[src/rtl/sd_cmd_pkg.sv]
package sd_cmd_pkg;
   localparam int BYTE_W      = 8;
   localparam int IDX_W       = 6;
   localparam int ARG_W       = 32;
   localparam int ARG_BYTES   = ARG_W / BYTE_W;
   localparam int FRAME_BYTES = ARG_BYTES + 2;
   localparam int TRAIL_BYTES = 4;
   localparam int TRAIL_W     = TRAIL_BYTES * BYTE_W;
   localparam int BIDX_W      = 3;
   localparam logic [BYTE_W-1:0] FILL_BYTE = 8'hFF;

   typedef enum logic [2:0] {
      ST_IDLE,
      ST_CMD,
      ST_POLL,
      ST_TRAIL,
      ST_TAIL,
      ST_END
   } eng_state_e;
endpackage

[src/rtl/sd_cmd_framer.sv]
module sd_cmd_framer
   import sd_cmd_pkg::*;
(
   input  logic [IDX_W-1:0]  idx,
   input  logic [ARG_W-1:0]  arg,
   input  logic [BYTE_W-1:0] crc,
   input  logic [BIDX_W-1:0] sel,
   output logic [BYTE_W-1:0] byte_o
);
   always_comb begin
      byte_o = crc;
      if (sel == '0) begin
         byte_o = {2'b01, idx};
      end
      for (int k = 1; k <= ARG_BYTES; k++) begin
         if (sel == BIDX_W'(k)) begin
            byte_o = arg[ARG_W-BYTE_W*k +: BYTE_W];
         end
      end
   end
endmodule

[src/rtl/sd_poll_limit.sv]
module sd_poll_limit #(
   parameter int LIMIT = 5000
) (
   input  logic clk,
   input  logic rst_n,
   input  logic clr,
   input  logic inc,
   output logic last
);
   localparam int CW = (LIMIT < 2) ? 1 : $clog2(LIMIT);

   logic [CW-1:0] cnt_q;

   always_ff @(posedge clk or negedge rst_n) begin
      if (!rst_n) begin
         cnt_q <= '0;
      end else if (clr) begin
         cnt_q <= '0;
      end else if (inc) begin
         cnt_q <= cnt_q + 1'b1;
      end
   end

   assign last = (cnt_q == CW'(LIMIT - 1));
endmodule

[src/rtl/sd_trail_shift.sv]
module sd_trail_shift
   import sd_cmd_pkg::*;
#(
   parameter int NBYTES = TRAIL_BYTES
) (
   input  logic                     clk,
   input  logic                     rst_n,
   input  logic                     clr,
   input  logic                     shift,
   input  logic [BYTE_W-1:0]        din,
   output logic [NBYTES*BYTE_W-1:0] word
);
   localparam int WW = NBYTES * BYTE_W;

   always_ff @(posedge clk or negedge rst_n) begin
      if (!rst_n) begin
         word <= '0;
      end else if (clr) begin
         word <= '0;
      end else if (shift) begin
         word <= {word[WW-BYTE_W-1:0], din};
      end
   end
endmodule

[src/rtl/sd_cmd_engine.sv]
module sd_cmd_engine
   import sd_cmd_pkg::*;
#(
   parameter int POLL_LIMIT = 5000,
   parameter bit TRAIL_EN   = 1'b1
) (
   input  logic               clk,
   input  logic               rst_n,
   input  logic               req_valid,
   output logic               req_ready,
   input  logic [IDX_W-1:0]   req_index,
   input  logic [ARG_W-1:0]   req_arg,
   input  logic [BYTE_W-1:0]  req_crc,
   input  logic               req_trailer,
   input  logic               req_keep_sel,
   output logic [BYTE_W-1:0]  spi_tx,
   output logic               spi_start,
   input  logic               spi_done,
   input  logic [BYTE_W-1:0]  spi_rx,
   output logic               spi_cs_n,
   output logic               rsp_done,
   output logic [BYTE_W-1:0]  rsp_r1,
   output logic [TRAIL_W-1:0] rsp_trail,
   output logic               rsp_timeout
);
   localparam logic [BIDX_W-1:0] LAST_FRAME = BIDX_W'(FRAME_BYTES - 1);
   localparam logic [BIDX_W-1:0] LAST_TRAIL = BIDX_W'(TRAIL_BYTES - 1);

   if (POLL_LIMIT < 1) begin : g_bad_limit
      $error("POLL_LIMIT must be at least 1");
   end
   if (FRAME_BYTES > (1 << BIDX_W)) begin : g_bad_frame
      $error("byte index too narrow for frame");
   end

   eng_state_e          state_q;
   logic                wait_q;
   logic                cs_n_q;
   logic                keep_q;
   logic                trl_q;
   logic                tout_q;
   logic [BYTE_W-1:0]   r1_q;
   logic [BIDX_W-1:0]   bidx_q;
   logic [IDX_W-1:0]    idx_q;
   logic [ARG_W-1:0]    arg_q;
   logic [BYTE_W-1:0]   crc_q;
   logic [BYTE_W-1:0]   frame_byte;
   logic                byte_state;
   logic                xfer_done;
   logic                accept;
   logic                poll_last;
   logic                poll_inc;
   logic                answered;

   assign accept     = (state_q == ST_IDLE) && req_valid;
   assign byte_state = (state_q == ST_CMD) || (state_q == ST_POLL) ||
                       (state_q == ST_TRAIL) || (state_q == ST_TAIL);
   assign xfer_done  = wait_q && spi_done;
   assign answered   = !spi_rx[BYTE_W-1];
   assign poll_inc   = (state_q == ST_POLL) && xfer_done && !answered;

   sd_cmd_framer i_framer (
      .idx    (idx_q),
      .arg    (arg_q),
      .crc    (crc_q),
      .sel    (bidx_q),
      .byte_o (frame_byte)
   );

   sd_poll_limit #(.LIMIT(POLL_LIMIT)) i_poll (
      .clk   (clk),
      .rst_n (rst_n),
      .clr   (state_q != ST_POLL),
      .inc   (poll_inc),
      .last  (poll_last)
   );

   if (TRAIL_EN) begin : g_trail
      sd_trail_shift #(.NBYTES(TRAIL_BYTES)) i_trail (
         .clk   (clk),
         .rst_n (rst_n),
         .clr   (accept),
         .shift ((state_q == ST_TRAIL) && xfer_done),
         .din   (spi_rx),
         .word  (rsp_trail)
      );
   end else begin : g_no_trail
      assign rsp_trail = '0;
   end

   always_ff @(posedge clk or negedge rst_n) begin
      if (!rst_n) begin
         state_q <= ST_IDLE;
         wait_q  <= 1'b0;
         cs_n_q  <= 1'b1;
         keep_q  <= 1'b0;
         trl_q   <= 1'b0;
         tout_q  <= 1'b0;
         r1_q    <= FILL_BYTE;
         bidx_q  <= '0;
         idx_q   <= '0;
         arg_q   <= '0;
         crc_q   <= '0;
      end else begin
         if (spi_start) begin
            wait_q <= 1'b1;
         end else if (xfer_done) begin
            wait_q <= 1'b0;
         end
         unique case (state_q)
            ST_IDLE: begin
               if (req_valid) begin
                  idx_q   <= req_index;
                  arg_q   <= req_arg;
                  crc_q   <= req_crc;
                  keep_q  <= req_keep_sel;
                  trl_q   <= req_trailer && TRAIL_EN;
                  tout_q  <= 1'b0;
                  r1_q    <= FILL_BYTE;
                  bidx_q  <= '0;
                  cs_n_q  <= 1'b0;
                  state_q <= ST_CMD;
               end
            end
            ST_CMD: begin
               if (xfer_done) begin
                  if (bidx_q == LAST_FRAME) begin
                     state_q <= ST_POLL;
                  end else begin
                     bidx_q <= bidx_q + 1'b1;
                  end
               end
            end
            ST_POLL: begin
               if (xfer_done) begin
                  if (answered) begin
                     r1_q <= spi_rx;
                     if (trl_q) begin
                        bidx_q  <= '0;
                        state_q <= ST_TRAIL;
                     end else if (keep_q) begin
                        state_q <= ST_END;
                     end else begin
                        cs_n_q  <= 1'b1;
                        state_q <= ST_TAIL;
                     end
                  end else if (poll_last) begin
                     tout_q  <= 1'b1;
                     cs_n_q  <= 1'b1;
                     state_q <= ST_TAIL;
                  end
               end
            end
            ST_TRAIL: begin
               if (xfer_done) begin
                  if (bidx_q == LAST_TRAIL) begin
                     if (keep_q) begin
                        state_q <= ST_END;
                     end else begin
                        cs_n_q  <= 1'b1;
                        state_q <= ST_TAIL;
                     end
                  end else begin
                     bidx_q <= bidx_q + 1'b1;
                  end
               end
            end
            ST_TAIL: begin
               if (xfer_done) begin
                  state_q <= ST_END;
               end
            end
            ST_END: begin
               state_q <= ST_IDLE;
            end
            default: state_q <= ST_IDLE;
         endcase
      end
   end

   assign spi_start   = byte_state && !wait_q;
   assign spi_tx      = (state_q == ST_CMD) ? frame_byte : FILL_BYTE;
   assign spi_cs_n    = cs_n_q;
   assign req_ready   = (state_q == ST_IDLE);
   assign rsp_done    = (state_q == ST_END);
   assign rsp_r1      = r1_q;
   assign rsp_timeout = tout_q;
endmodule

[config.mk]
export PLATFORM = sky130hd
export DESIGN_NAME = sd_cmd_engine
export DESIGN_NICKNAME = d
export VERILOG_FILES = /design/src/rtl/sd_cmd_pkg.sv /design/src/rtl/sd_cmd_framer.sv /design/src/rtl/sd_poll_limit.sv /design/src/rtl/sd_trail_shift.sv /design/src/rtl/sd_cmd_engine.sv
export SDC_FILE = /design/constraint.sdc
export NUM_CORES = 1
export LEC_CHECK = 0
export BUFFER_PORTS_ARGS = -buffer_cell sky130_fd_sc_hd__buf_2
export CORE_ASPECT_RATIO = 1.5
export CORE_MARGIN = 5
export CORE_UTILIZATION = 35
export CTS_BUF_LIST = sky130_fd_sc_hd__clkbuf_4
export DETAILED_ROUTE_END_ITERATION = 12
export PLACE_DENSITY = 0.53
export SLEW_MARGIN = 20
export SYNTH_ARGS = -nofsm -noshare
export SYNTH_HDL_FRONTEND = slang
export SYNTH_HIERARCHICAL = 1
export SYNTH_SLANG_ARGS = --single-unit
[constraint.sdc]
create_clock -name clk -period 6.8 [get_ports clk]
set_input_delay 1.36 -clock clk [delete_from_list [all_inputs] [get_ports clk]]
set_output_delay 1.36 -clock clk [all_outputs]
set_load 0.02 [all_outputs]
# [After elaboration in Yosys (flattened, before gate mapping)]
# Index checks and enable logic that the tools add are counted.
[totals] register_bits=110 inputBits=60
[op_classes] addsub=2 eq_ne=27 n_mux=49 reduce_logical=24
[op_table] cell="8-bit two-way mux" n=9
[op_table] cell="32-bit two-way mux" n=2
[op_table] cell="3-bit two-way mux" n=18
[op_table] cell="13-bit two-way mux" n=2
[op_table] cell="2-bit inequality test (second input constant)" n=10
[op_table] cell="8-bit one-hot mux with 2 select lines" n=1
[op_table] cell="3-bit one-hot mux with 5 select lines" n=1
[op_table] cell="13-bit by 1-bit adder with 13-bit output (second input constant)" n=1
[op_table] cell="13-bit == test (second input constant)" n=1
[op_table] cell="1-bit two-way mux" n=13
[op_table] cell="3-bit by 2-bit == test with 1-bit output (second input constant)" n=4
[op_table] cell="3-bit == test (second input constant)" n=4
[op_table] cell="3-bit one-hot mux with 4 select lines" n=1
[op_table] cell="9-bit AND reduction" n=1
[op_table] cell="8-bit AND reduction" n=1
[op_table] cell="2-bit nonzero test" n=4
[op_table] cell="7-bit AND reduction" n=1
[op_table] cell="3-bit by 1-bit == test with 1-bit output (second input constant)" n=2
[op_table] cell="1-bit logical AND" n=6
[op_table] cell="3-bit zero test" n=2
[op_table] cell="2-bit by 1-bit inequality test with 1-bit output (second input constant)" n=3
[op_table] cell="3-bit by 2-bit inequality test with 1-bit output (second input constant)" n=2
[op_table] cell="5-bit AND reduction" n=1
[op_table] cell="4-bit AND reduction" n=1
[op_table] cell="9 further kinds" n=11

# [Depth between registers and ports, before layout]
# Gate-level depths: netlist (run 1).
[logic_depth] depth_word=7 ltp_mapped=8

# [Hierarchy]
# Netlist (run 1), hierarchy kept.
[modules_own_cells] module="sd_cmd_engine" n_inst=1 cells_each=220 area_per_inst_um2=2851.5 seq_area_each_um2=1637.8
[modules_own_cells] module="sd_trail_shift" n_inst=1 cells_each=103 area_per_inst_um2=1323.8 seq_area_each_um2=800.8
[modules_own_cells] module="sd_poll_limit" n_inst=1 cells_each=70 area_per_inst_um2=680.7 seq_area_each_um2=325.3
[modules_own_cells] module="sd_cmd_framer" n_inst=1 cells_each=53 area_per_inst_um2=459.2 seq_area_each_um2=0.0

# [Worst setup path before layout (run 1)]
# OpenSTA, ideal clock, no wires.
[synth_timing] path_kind="register to output" startpoint="reg bidx_q[0]" endpoint="out spi_tx[7]" t_arrival_ns=1.381 required_ns=5.440 setup_slack_ns=4.059 stages_incl_launch_ff=6 path_buffers=1 path_cell_list="dfrtp_1 > buf_6 > mux2_4 > a221oi_2 > a21oi_1 > nand2b_1"
[synth_via] elab_chain_len=7 word_cells_on_any_way=11
[synth_lines] element="from (decl)" line="sd_cmd_engine.sv:43" text="logic [BIDX_W-1:0] bidx_q;"
[synth_lines] element="from (signal assigned)" line="sd_cmd_engine.sv:130" text="bidx_q <= bidx_q + 1'b1;"
[synth_lines] element="from (signal assigned)" line="sd_cmd_engine.sv:164" text="bidx_q <= bidx_q + 1'b1;"
[synth_lines] element="3-bit zero test" line="sd_cmd_framer.sv:12" text="if (sel == '0) begin"
[synth_lines] element="8-bit two-way mux" line="sd_cmd_framer.sv:12"
[synth_lines] element="8-bit two-way mux (3 in series)" line="sd_cmd_framer.sv:16" text="if (sel == BIDX_W'(k)) begin"
[synth_lines] element="8-bit two-way mux (*)" line="sd_cmd_framer.sv:16"
[synth_lines] element="named net frame_byte[7]" line="sd_cmd_engine.sv:47" text="logic [BYTE_W-1:0] frame_byte;"
[synth_lines] element="8-bit two-way mux (*)" line="sd_cmd_engine.sv:182" text="assign spi_tx = (state_q == ST_CMD) ? frame_byte : FILL_BYTE;"
[synth_lines] element="to (decl)" line="sd_cmd_engine.sv:16" text="output logic [BYTE_W-1:0] spi_tx,"
# The timed path passes the listed nets; every way through them passes the cells marked *.

# [Final worst setup path (run 1)]
[layout_timing] startpoint="reg bidx_q[2]" endpoint="out spi_tx[6]"
# The elaborated chain is that of the path after synthesis.

==> results by group, run 1 <==
STA
  – Max Clock Skew: 13.9 ps
  – Max-slew headroom: 39.8%
  – Final period utilization: 53.7%
  – Crit path time final: 3650 ps
  – RSZ-0062 raised after global routing: false
  – Pins Over Slew Limit: 0
  – Smallest hold slack: 490 ps
  – Final hold viol count: 0
  – Setup tns final: 0 ps
  – Worst-margin pin slew: 900 ps
  – FMAX: 274 MHz
  – Setup violations, final: 0

Critical path
  – Critical Path AT: 2290 ps
  – Worst endpoint required time: 5440 ps
  – Crit. End Element: primary output
  – CP Launch Type: flip-flop
  – Worst setup startpoint: bidx_q[2]
  – R2r startpoint: state_q[1]
  – Worst Setup Path Type: flip-flop to primary output
  – Crit path max fanout: 19

Drt
  – Drt pass-1 iters: 5
  – Antenna viol nets, final: 0
  – Vias: 3721
  – WL/cell: 17.2 um
  – DR DRC count: 0
  – Initial DRC count: 109
  – Total Routed Length: 12900 um
  – Vias/cell: 4.96

Outcome
  – Status: finished clean

Synthesis
  – Post-synthesis cell count: 446
  – Synth area leaders: dfrtp_1 48%, mux2_2 12%, mux2i_1 8.9%, dfstp_2 4.4%, nor2_1 4.0%
  – Seq cells post-synth: 110
  – Yosys warns: 6
  – Syn avg cell area: 11.9 um^2
  – Ys async rst share: 100%
  – Post-synth EDFFs: 0
  – Most frequent cells after synthesis: 101 x dfrtp_1, 57 x nor2_1, 55 x mux2_2
  – Synthesized net count: 510
  – Post-Syn Area: 5320 um^2
  – Seq/Total Area, Yosys: 52.0%
  – Cell variety after synth: 58
  – Yosys top cell by area: dfrtp_1
  – Synth top area share: 47.6%
  – Ys flop type: dfrtp_1
  – Most numerous cell in the Yosys netlist: dfrtp_1

Cells and area
  – Share of cells above drive strength 1: 37.7%
  – FF+latch area: 2770 um^2
  – Final nets: 611
  – Fill cell count: 1559
  – Total area of multi-input combinational cells: 2300 um^2
  – Ant diodes: 0
  – Area Overhead vs Synth: 14.1%

Clock tree
  – Worst-skew pair later-pin latency: 460 ps
  – Num CTS Buffers: 9
  – CTS sink cnt: 110
  – Max Root-Sink Buffers: 2
  – Clk root buf: clkbuf_4
  – Setup Buffers After CTS: 0
  – Count of cells resized by post-cts repair: 0
  – # hold bufs at CTS: 0
  – Worst-path clk slew: 170 ps
  – H-tree levels: 3
  – CTS tree: built

GRT
  – Overflow after GRT: 0
  – Pin count of the biggest net entering global routing: 61
  – Total GRT Usage: 14.6%
  – Vias in the first global route: 4003
  – First-pass GRT wire length: 21000 um
  – Initial antenna violation count: 0

Power and ir drop
  – Max VDD drop: 0.000184 V
  – PwrDens: 407 nW/um^2
  – P_leak: 2.74 nW

Min path
  – Hold crit path type: flip-flop to flip-flop
  – HP Start: rsp_r1[2]

Run
  – Max-cap violations: 0

Placement
  – Dpl hpwl: 9550 um
  – RePlAce Congestion: 0.798
  – Quantity of I/O buffers inserted on ports: 112

Floorplan
  – FP Rows: 55
  – Die Footprint: 17800 um^2
  – Starting Density: 35.4%
  – Die Ht: 161 um
  – Die width: 111 um
  – Core Box Area: 15000 um^2
  – # IOs: 113
==> cell type report <==
cell class                      instances  share of cell area, %
Timing Repair Buffer                  115                   9.98
Clock buffer                            9                   1.11
Clock inverter                          6                  0.784
Tap cell                              199                   4.10
Multi-Input combinational cell        304                   38.0
Sequential cell                       110                   45.6
Inverter                                7                  0.433
==> where the power goes <==
group	switching [mW]	total [mW]	leakage (nW)	internal [mW]
sequential	0.249	1.15	1.39	0.903
combinational	0.524	1.01	1.30	0.489
clock	0.224	0.301	0.0580	0.0768
==> kinds of logic (layout without fill, tap and decap cells) <==
family                   count (synthesis)  after routing  synth area share [%]
AND/OR/NAND/NOR                        138            138                  13.6
flip-flops                             110            110                  52.0
multiplexers                           104            104                  21.0
AO/OA/AOI/OAI                           55             55                  7.13
buffers and inverters                   32            137                  4.83
adder cells (fa/ha/maj)                  4              4                 0.942
XOR/XNOR                                 3              3                 0.494
==> layer usage <==
layer  up-vias  track usage (%)  part of all wire [%]
met2        97             26.4                    53
met1      1828             16.5                    39
met4         0             5.66                   2.5
met5         -                0                     0
met3        17             3.54                   5.1
li1       1779                -                     -
==> state kept, by name, summed over array words and instances, names as in the netlist <==
register,flops
arg_q,32
bidx_q,3
crc_q,8
g_trail.i_trail/word,32
i_poll/cnt_q,13
idx_q,6
keep_q,1
rsp_r1,8
rsp_timeout,1
spi_cs_n,1
state_q,3
trl_q,1
wait_q,1
==> layout by cell type, fill, tap and decap left out, types with 9 or more instances in the layout <==
cell	count
dfstp_2	9
a21oi_1	10
o21ai_0	12
mux2i_1	47
clkbuf_4	9
dfrtp_1	100
buf_2	111
nand2b_1	15
nor2_1	56
mux2_2	55
nor2b_1	10
nand2_1	20
==> critical path, cell delays in order (launching register included) <==
cell and delay, ps:
dfrtp_1 780, nand2b_1 390, o221ai_1 180, a22oi_1 180
nand2b_1 140, buf_2 170
==> stage by stage <==
stage	area (um^2)	cells	power, mW	util [%]	worst slack, ps
finish	6070	750	2.47	40.4	3150
global route	6070	750	2.66	40.4	2920
CTS	6040	749	2.51	40.2	2760
detailed placement	5920	734	2.20	39.5	3320
global placement	5920	734	2.18	39.5	3360
floorplan	5320	446	1.90	-	4060
==> final timing paths <==
| kind | to | slack, ps | cells after the start |
|---|---|---|---|
| setup / recovery | spi_tx[6] | 3150 | 5 |
| hold / removal | rsp_r1[2] | 490 | 2 |
| max in group asynchronous | bidx_q[0] | 4680 | 2 |
| min in group asynchronous | g_trail.i_trail/word[25] | 950 | 1 |
| setup reg to reg | i_poll/cnt_q[12] | 3530 | 5 |
| hold reg to reg | rsp_r1[2] | 490 | 2 |
Power figures use the tool's default switching activity.
==> inputs of run 2 (changes only) <==
Settings changed: PLACE_DENSITY 0.53 to 0.55.
Clock period 6.8 ns to 3.2 ns, I/O delays scaled along.
==> run 2 against run 1 <==
Net effect: core utilization is 0.28 points higher; clock power is 150% higher; final area is 0.68% higher; setup slack worse by 2900 ps; largest cell class unchanged; wire length is 3.8% lower; sequential share of layout area is 0.33 points lower.
==> results by group, run 2 (same netlist as run 1, synthesis figures left out) <==
Outcome
  – Status: finished clean

Drt
  – DR DRC count: 0
  – Vias/cell: 4.88
  – WL/cell: 16.5 um
  – Total Routed Length: 12400 um
  – Vias: 3676
  – Initial DRC count: 132
  – Antenna viol nets, final: 0
  – Drt pass-1 iters: 4

Power and ir drop
  – PwrDens: 873 nW/um^2
  – Switching share of total power: 39.7%
  – Clk network pwr share: 14.0%
  – Comb pwr share: 41.5%
  – Sw Pwr: 2.12 mW
  – Max VDD drop: 0.000461 V
  – Power Internal: 3.21 mW
  – P_leak: 2.78 nW
  – Flop pwr share: 44.6%

Floorplan
  – Starting Density: 35.4%
  – Die width: 111 um
  – FP Rows: 55
  – Die Ht: 161 um
  – # IOs: 113
  – Die Footprint: 17800 um^2
  – Core Box Area: 15000 um^2

Cells and area
  – Share of cells above drive strength 1: 37.9%
  – Fill cell count: 1512
  – Area Overhead vs Synth: 14.9%
  – Most common cell after layout, fill and taps aside: buf_2
  – Final nets: 613
  – Biggest regs: arg_q x32, g_trail.i_trail/word x32, i_poll/cnt_q x13
  – Most frequent cells in the layout: 111 x buf_2, 101 x dfrtp_1, 56 x nor2_1

STA
  – Smallest hold slack: 247 ps
  – Setup tns final: 0 ps
  – FMAX: 341 MHz
  – Setup violations, final: 0
  – Max Clock Skew: 16.6 ps
  – Max-slew headroom: 44.0%
  – Final period utilization: 91.5%
  – Crit path time final: 2930 ps
  – RSZ-0062 raised after global routing: false
  – Final hold viol count: 0
  – Worst-margin pin slew: 840 ps
  – Pins Over Slew Limit: 0

Clock tree
  – Clk root buf: clkbuf_4
  – Worst-path clk slew: 170 ps
  – H-tree levels: 3
  – Setup Buffers After CTS: 0
  – Max Root-Sink Buffers: 2
  – CTS sink cnt: 110
  – # hold bufs at CTS: 0
  – Num CTS Buffers: 9
  – CTS tree: built
  – Worst-skew pair later-pin latency: 460 ps
  – Count of cells resized by post-cts repair: 0

Placement
  – Quantity of I/O buffers inserted on ports: 112
  – RePlAce Congestion: 0.800
  – Dpl hpwl: 9150 um

Critical path
  – Worst path max stage delay: 780 ps
  – Critical path, cell by cell: buf_4 -> nor2b_1 -> a211oi_1 -> a221oi_1 -> nand2b_1 -> buf_2
  – R2r startpoint: state_q[1]
  – Worst Setup Path Type: flip-flop to primary output
  – Crit path to: spi_tx[4]
  – Worst endpoint required time: 2560 ps
  – Crit-path leading delay family: flip-flops
  – Flop2flop setup slack: 840 ps
  – CP Depth: 6
  – WP buf/inv: 2
  – RR Endpoint: i_poll/cnt_q[12]
  – Crit path max fanout: 16
  – Worst setup startpoint: bidx_q[0]
  – Critical Path AT: 2290 ps
  – Crit-path slowest cell: dfrtp_1
  – FF-to-FF path depth: 5
  – Crit. End Element: primary output
  – CP Launch Type: flip-flop

GRT
  – First-pass GRT wire length: 20500 um
  – Overflow after GRT: 0
  – Total GRT Usage: 14.2%
  – Vias in the first global route: 3859
  – Pin count of the biggest net entering global routing: 65
  – Initial antenna violation count: 1

Run
  – Max-cap violations: 0

Min path
  – Hold crit path type: input pin to asynchronous set/reset pin
-- run 2: worst min-delay path by stage --
stage / start / end / slack, ps / depth (start not counted)
after floorplan: rst_n / arg_q[0] / 340 / 0
after global placement: rsp_r1[6] / rsp_r1[6] / 470 / 2
after detailed placement: rsp_r1[0] / rsp_r1[0] / 480 / 2
after CTS: rst_n / crc_q[2] / 260 / 1
after global routing: rst_n / arg_q[2] / 290 / 1
final: rst_n / arg_q[3] / 250 / 1
-- run 2: power by group through the flow --
stage / Sequential (mW) / Combinational, mW / Clock, mW
2_1_floorplan: 2.36 / 1.69 / 0
3_3_place_gp: 2.42 / 2.21 / 0
3_5_place_dp: 2.43 / 2.24 / 0
4_1_cts: 2.39 / 2.25 / 0.776
5_1_grt: 2.46 / 2.44 / 0.829
6_report: 2.38 / 2.21 / 0.745
-- run 2: stage by stage --
stage	util, %	worst slack (ps)	power, mW	instances	instance area, um^2
global route	40.7	51.1	5.73	754	6110
detailed placement	39.7	776	4.67	737	5960
finish	40.7	271	5.33	754	6110
CTS	40.7	210	5.42	753	6100
floorplan	-	1060	4.05	446	5320
global placement	39.7	828	4.63	737	5960
-- run 2: per-layer routing --
layer | wire [um] | vias up | global-route usage [%] | part of all wire [%]
met3 | 652 | 14 | 3.81 | 5.2
met4 | 296 | 0 | 4.99 | 2.4
li1 | - | 1782 | - | -
met5 | 0 | - | 0 | 0
met2 | 6440 | 99 | 25.2 | 52
met1 | 5050 | 1781 | 16.5 | 41
-- run 2: area by class of cell --
class / count / area (um^2) / area share [%]
flip-flops and latches: 110 / 2760 / 45.3
diodes: 1 / 2.50 / 0.0410
clock inverters: 7 / 80.1 / 1.31
well taps: 199 / 249 / 4.08
clock buffers: 9 / 67.6 / 1.11
repair buffers: 117 / 613 / 10.0
inverters: 7 / 26.3 / 0.430
multi-input cells: 304 / 2300 / 37.7
